==> src/rtl/qdec_pos.sv <==
module qdec_pos #(
  parameter int W = 32
) (
  input  logic         clk,
  input  logic         rst_n,
  input  logic         enable,
  input  logic [1:0]   mode,
  input  logic         swap,
  input  logic         inv_a,
  input  logic         inv_b,
  input  logic         inv_idx,
  input  logic         inv_strb,
  input  logic         a_in,
  input  logic         b_in,
  input  logic         idx_in,
  input  logic         strb_in,
  input  logic         sw_init,
  input  logic         wr_pos,
  input  logic         wr_init,
  input  logic         wr_max,
  input  logic [W-1:0] wr_data,
  output logic [W-1:0] pos,
  output logic [W-1:0] init_val,
  output logic [W-1:0] max_val,
  output logic         idx_out,
  output logic         strb_out,
  output logic         phase_err
);

  logic a_p, b_p, ca, cb;
  logic pa, pb, primed;
  logic [1:0] cur_g, prv_g, dg;
  logic inc, dec, err;
  logic [W-1:0] nxt_up, nxt_dn;

  assign a_p      = a_in ^ inv_a;
  assign b_p      = b_in ^ inv_b;
  assign ca       = swap ? b_p : a_p;
  assign cb       = swap ? a_p : b_p;
  assign idx_out  = idx_in ^ inv_idx;
  assign strb_out = strb_in ^ inv_strb;

  assign cur_g = {ca, ca ^ cb};
  assign prv_g = {pa, pa ^ pb};
  assign dg    = cur_g - prv_g;

  always_comb begin
    inc = 1'b0;
    dec = 1'b0;
    err = 1'b0;
    if (primed && enable) begin
      unique case (mode)
        2'd0: begin
          inc = (dg == 2'd1);
          dec = (dg == 2'd3);
          err = (dg == 2'd2);
        end
        2'd1: begin
          inc = (ca != pa) && cb;
          dec = (ca != pa) && !cb;
        end
        2'd2: inc = ca && !pa;
        default: dec = ca && !pa;
      endcase
    end
  end

  assign nxt_up = (pos == max_val) ? '0 : pos + 1'b1;
  assign nxt_dn = (pos == '0) ? max_val : pos - 1'b1;

  always_ff @(posedge clk or negedge rst_n) begin
    if (!rst_n) begin
      pos       <= '0;
      init_val  <= '0;
      max_val   <= '1;
      pa        <= 1'b0;
      pb        <= 1'b0;
      primed    <= 1'b0;
      phase_err <= 1'b0;
    end else begin
      pa        <= ca;
      pb        <= cb;
      primed    <= 1'b1;
      phase_err <= err;
      if (wr_init) init_val <= wr_data;
      if (wr_max)  max_val  <= wr_data;
      if (wr_pos)       pos <= wr_data;
      else if (sw_init) pos <= init_val;
      else if (inc)     pos <= nxt_up;
      else if (dec)     pos <= nxt_dn;
    end
  end

endmodule


==> config.mk <==
export PLATFORM = sky130hd
export DESIGN_NAME = qdec_pos
export DESIGN_NICKNAME = d
export VERILOG_FILES = /design/src/rtl/qdec_pos.sv
export SDC_FILE = /design/constraint.sdc
export NUM_CORES = 1
export LEC_CHECK = 0
export BUFFER_PORTS_ARGS = -buffer_cell sky130_fd_sc_hd__buf_4
export CORE_ASPECT_RATIO = 0.75
export CORE_UTILIZATION = 25
export CTS_CLUSTER_DIAMETER = 100
export CTS_CLUSTER_SIZE = 25
export DETAILED_ROUTE_END_ITERATION = 10
export GPL_TIMING_DRIVEN = 0
export SLEW_MARGIN = 0
export SYNTH_ARGS = -nofsm -noshare
export SYNTH_HDL_FRONTEND = slang
export SYNTH_SLANG_ARGS = --single-unit
==> constraint.sdc <==
create_clock -name clk -period 4.1 [get_ports clk]
set_clock_uncertainty 0.2 [all_clocks]
set_input_delay 1.025 -clock clk [delete_from_list [all_inputs] [get_ports clk]]
set_output_delay 1.025 -clock clk [all_outputs]
set_load 0.03 [all_outputs]
Yosys cells after proc, flatten, opt, wreduce, memory -nomap -nowiden
Index checks and enable logic that the tools add are counted.
{"block": "totals", "reg_bits": 100, "in_bits": 50, "output_inout_bits": 99, "wordCells": 46}
{"block": "op_classes", "add_sub_neg": 3, "n_eq_ne": 7, "muxes": 14, "n_bitwise": 6, "n_reduce_logical": 9}
{"cell": "$mux W32", "count": 6}
{"cell": "$add A32 B1 Y32 const B", "count": 1}
{"cell": "$eq A32 B32 Y1", "count": 1}
{"cell": "$logic_not A32 Y1", "count": 1}
{"cell": "$sub A32 B1 Y32 const B", "count": 1}
{"cell": "$eq A2 B2 Y1 const B", "count": 3}
{"cell": "$mux W1", "count": 6}
{"cell": "$pmux W1 S3", "count": 2}
{"cell": "$xor A1 B1 Y1", "count": 6}
{"cell": "$eq A2 B1 Y1 const B", "count": 2}
{"cell": "$logic_and A1 B1 Y1", "count": 4}
{"cell": "$reduce_bool A4 Y1", "count": 1}
{"cell": "$logic_not A1 Y1", "count": 2}
{"cell": "$logic_not A2 Y1", "count": 1}
{"cell": "$sub A2 B2 Y2", "count": 1}
{"cell": "$ne A1 B1 Y1", "count": 1}

Depth between registers and ports, before layout
{"block": "logic_depth", "ltp_word": 11, "ltp_mapped": 12, "ltp_nobuf": 10}

Least setup slack after synthesis
OpenSTA, ideal clock, no wires.
{"block": "synth_path", "path_kind": "input-to-reg", "start": "input inv_b", "end": "register pos[11]", "arrival_ns": 3.382, "required_ns": 3.776, "slack_ns": 0.394, "cell_stages": 11, "path_cell_list": "xnor2_1 > mux2i_1 > ha_1 > xnor2_1 > o41ai_1 > a31o_2 > o211ai_1 > clkbuf_1 > clkbuf_1 > o31ai_1 > o31a_1"}
{"block": "synth_between", "elab_chain_cells": 10, "word_cells_on_any_way": 20, "cone_classes": "add/sub (1); eq/ne (3); mux (9); bitwise (2); reduce/logical (5)"}
{"element": "start: declaration", "line": "10", "rtl": "input logic inv_b,"}
{"element": "$xor A1 B1 Y1 *", "line": "37", "rtl": "assign b_p = b_in ^ inv_b;"}
{"element": "$mux W1 (on tied branches)", "line": "38, 39"}
{"element": "$xor A1 B1 Y1", "line": "43", "rtl": "assign cur_g = {ca, ca ^ cb};"}
{"element": "$sub A2 B2 Y2", "line": "45", "rtl": "assign dg = cur_g - prv_g;"}
{"element": "$eq A2 B1 Y1", "line": "54", "rtl": "inc = (dg == 2'd1);"}
{"element": "$pmux W1 S3", "line": "52", "rtl": "unique case (mode)"}
{"element": "$mux W1", "line": "51", "rtl": "if (primed && enable) begin"}
{"element": "$mux W32", "line": "89", "rtl": "else if (inc) pos <= nxt_up;"}
{"element": "$mux W32", "line": "88", "rtl": "else if (sw_init) pos <= init_val;"}
{"element": "$mux W32", "line": "87", "rtl": "if (wr_pos) pos <= wr_data;"}
{"element": "end signal: assignment", "line": "87"}
{"element": "end signal: assignment", "line": "88"}
{"element": "end signal: assignment", "line": "89"}
{"element": "end: declaration", "line": "22", "rtl": "output logic [W-1:0] pos,"}
Mark *: on every way between the ends. The rest lies on a longest branch, timed or not.
A chain may end at the register's enable or synchronous reset.

Worst setup path after layout
{"block": "layout_path", "start": "input inv_b", "end": "register pos[23]"}
Same word-level chain as after synthesis.

==> reports/metrics.cfg <==
[finish]
syn2layout_area_growth_pct = 29.3
final_area_sq_um = 8660
fin_nets = 934
drive_gt1_frac = 0.327
final_cell_mix = buf_4 (147), dfrtp_1 (68), mux2_2 (63)
final_common_cell = buf_4
n_fill_cell = 2806
diodes = 0

[floorplan]
top_level_ports = 149
core_area_sq_um = 26200
dieArea_sq_um = 27500
start_util = 0.256
die_w_um = 191
row_count = 51
die_h_um = 144

[place]
portBuffers = 145
routabilityCongestion = 0.968
dpl.hpwl_um = 21300
placed_area_sq_um = 8220

[timing]
rsz0062_at_grt = true
tightestPinTransition_ps = 1310
finalHoldViolCount = 0
fmax_mhz = 246
setup_viol = 0
relSlewSlack = 0.116
maxSlewViolCount = 0
period_minus_slack_ps = 4060
finalCritPeriodShare = 0.990

[clock_network]
clk_pin_slew_worst_paths_ps = 70
clk_latency_ps = 370
cts_tree = yes
cts_sinks = 100
cts_buffers = 9
clockBufferDepth = 2
root_buffer = clkbuf_16
htree_levels = 3

[global_route]
grt_pass1_wl_um = 41400
grt_max_degree = 101
overflow = 0
grtUsageTotal = 0.206
grt_pass1_vias = 6272
antenna_found_initial = 0

[power]
power.switching_mw = 1.31
pwr_density_cell_nw_per_um2 = 394
p_comb_frac = 0.358
switching_share = 0.383
seqPwrFrac = 0.368
power_mw = 3.42
leakagePower_nw = 3.43
ir_worst_vdd_mv = 0.195
p_int_mw = 2.11
clkPwrFrac = 0.274

[critical_path]
critPathKind = in -> reg
worstPathCellList = buf_4 -> xnor2_1 -> mux2i_1 -> ha_1 -> xnor2_1 -> o41ai_2 -> a31oi_1 -> o21ai_1 -> a211o_1 -> o311ai_0 -> a32o_1
crit_arrival_ps = 4110
cp-start-kind = primary input
crit_slowest_cell = o21ai_1
cp_slowest_stage_delay_ps = 860
cpMostUsedCell = xnor2_1
crit_fanout = 7
endpoint_kind = flip-flop
crit_required_ps = 4150

[flow_run]
cap_violations = 0

[logic_synthesis]
ys.flop_type = dfrtp_1
synth_seq_area_share = 0.379
yosysWarnings = 0
synthArstFlopShare = 1.00
synth_area_sq_um = 6700
synth_enable_flop_cells = 0
synth_nets = 775
synth_area_per_cell_sq_um = 9.31
syn_inst = 720
synth.ff_latch_count = 100
yosysTopAreaCell = dfrtp_1
synth_cell_types = 65
synth_area_leaders = dfrtp_1 (25%), dfstp_2 (13%), mux2_2 (11%), xor2_1 (7.5%), xnor2_1 (3.4%)
synth_top_area_share = 0.254

[routing]
finalWirelength_um = 28500
drt-pass1-iter-count = 6
drcViolationCount = 0
drtIter0Drc = 811
vias = 6805
wire_per_inst_um = 23.2
viasPerCell = 5.54
ant_nets = 0

[min_path]
hp-class = reg -> reg

[run_status]
status = completed

[stage by stage]
stage	instances	util	hold WS, ps	setup TNS (ps)	setup slack (ps)
floorplan	720	-	492	0	394
global placement	1209	0.314	324	-14610	-692
detailed placement	1209	0.314	334	-17240	-778
CTS	1225	0.327	351	0	34.1
global route	1228	0.331	366	-39.0	-15.6
finish	1228	0.331	350	0	42.0
[cell type report]
type,instances,area [sq um],share of cell area
buffer,64,279,0.0322
clock buffer,10,229,0.0264
inverter,10,37.5,0.00433
sequential,100,2540,0.293
tap,344,430,0.0497
clock inverter,6,88.8,0.0103
timing repair buffer,148,1130,0.131
multi-input combinational,546,3920,0.453
[kinds of logic after synthesis]
group                      count (synthesis)  share of synthesized area
AOI/OAI and AO/OA                        165                      0.171
xor gates and xnor gates                  83                      0.108
adders and majority gates                  5                    0.00934
buffers and inverters                     74                     0.0458
DFF                                      100                      0.379
muxes                                     68                      0.114
other                                      1                   0.000560
and+or+nand+nor                          224                      0.171
[power by group through the flow]
stage,Combinational (mW),Sequential (mW),Clock (mW)
after floorplan,0.532,1.44,0
after global placement,1.18,1.27,0
after detailed placement,1.19,1.27,0
after CTS,1.20,1.26,0.949
after global routing,1.30,1.27,0.987
final,1.22,1.26,0.936
[synthesized netlist by cell type, types with 8 or more instances]
cell and number:
a21oi_1 34, nand3_1 18, dfrtp_1 68, o21ai_0 30, a221oi_1 9, xor2_1 57
nor3_1 14, o211ai_1 11, mux2_2 63, o22ai_1 8, dfstp_2 32, or3_1 14
nand2_1 53, nor4_1 18, inv_1 10, nand4_1 19, clkbuf_1 52, nor2_1 50
xnor2_1 26
[flip-flops by register name, indices dropped and copies added, names as in the netlist]
| name | count |
|---|---|
| init_val | 32 |
| max_val | 32 |
| pos | 32 |
| pa | 1 |
| pb | 1 |
| phase_err | 1 |
| primed | 1 |
[path summary, 6_finish.rpt]
kind / start / end / slack, ps / cells past startpoint
setup / recovery: inv_b / pos[23]$_DFFE_PN0P_ / 40 / 11
hold / removal: init_val[2]$_DFFE_PN0P_ / init_val[2]$_DFFE_PN0P_ / 350 / 1
setup reg to reg: pos[14]$_DFFE_PN0P_ / pos[21]$_DFFE_PN0P_ / 200 / 9
hold reg to reg: init_val[2]$_DFFE_PN0P_ / init_val[2]$_DFFE_PN0P_ / 350 / 1
max in group asynchronous: rst_n / max_val[24]$_DFFE_PN1P_ / 2800 / 2
min in group asynchronous: rst_n / max_val[20]$_DFFE_PN1P_ / 390 / 1
[worst max-delay path, delay by kind of cell]
family	cells	cell delay [ps]
AO/OA/AOI/OAI	6	1900
buffers and inverters	1	110
multiplexers	1	160
adder cells (fa/ha/maj)	1	360
XOR/XNOR	2	540
[repair_timing]
item,4_1_cts,5_1_grt
buffers inserted,0,2
hold buffers,0,0
hold endpoints to repair,0,0
endpoints found under the setup margin,24,30
resized for setup,10,12
gates cloned,0,0
pin swaps,0,0
[layer usage]
layer,global-route usage,vias to the layer above,part of all wire
li1,-,2987,-
met3,0.0442,34,0.099
met2,0.292,384,0.42
met4,0.0371,0,0.012
met5,0,-,0
met1,0.316,3400,0.47
(Power assumes the default switching activity.)
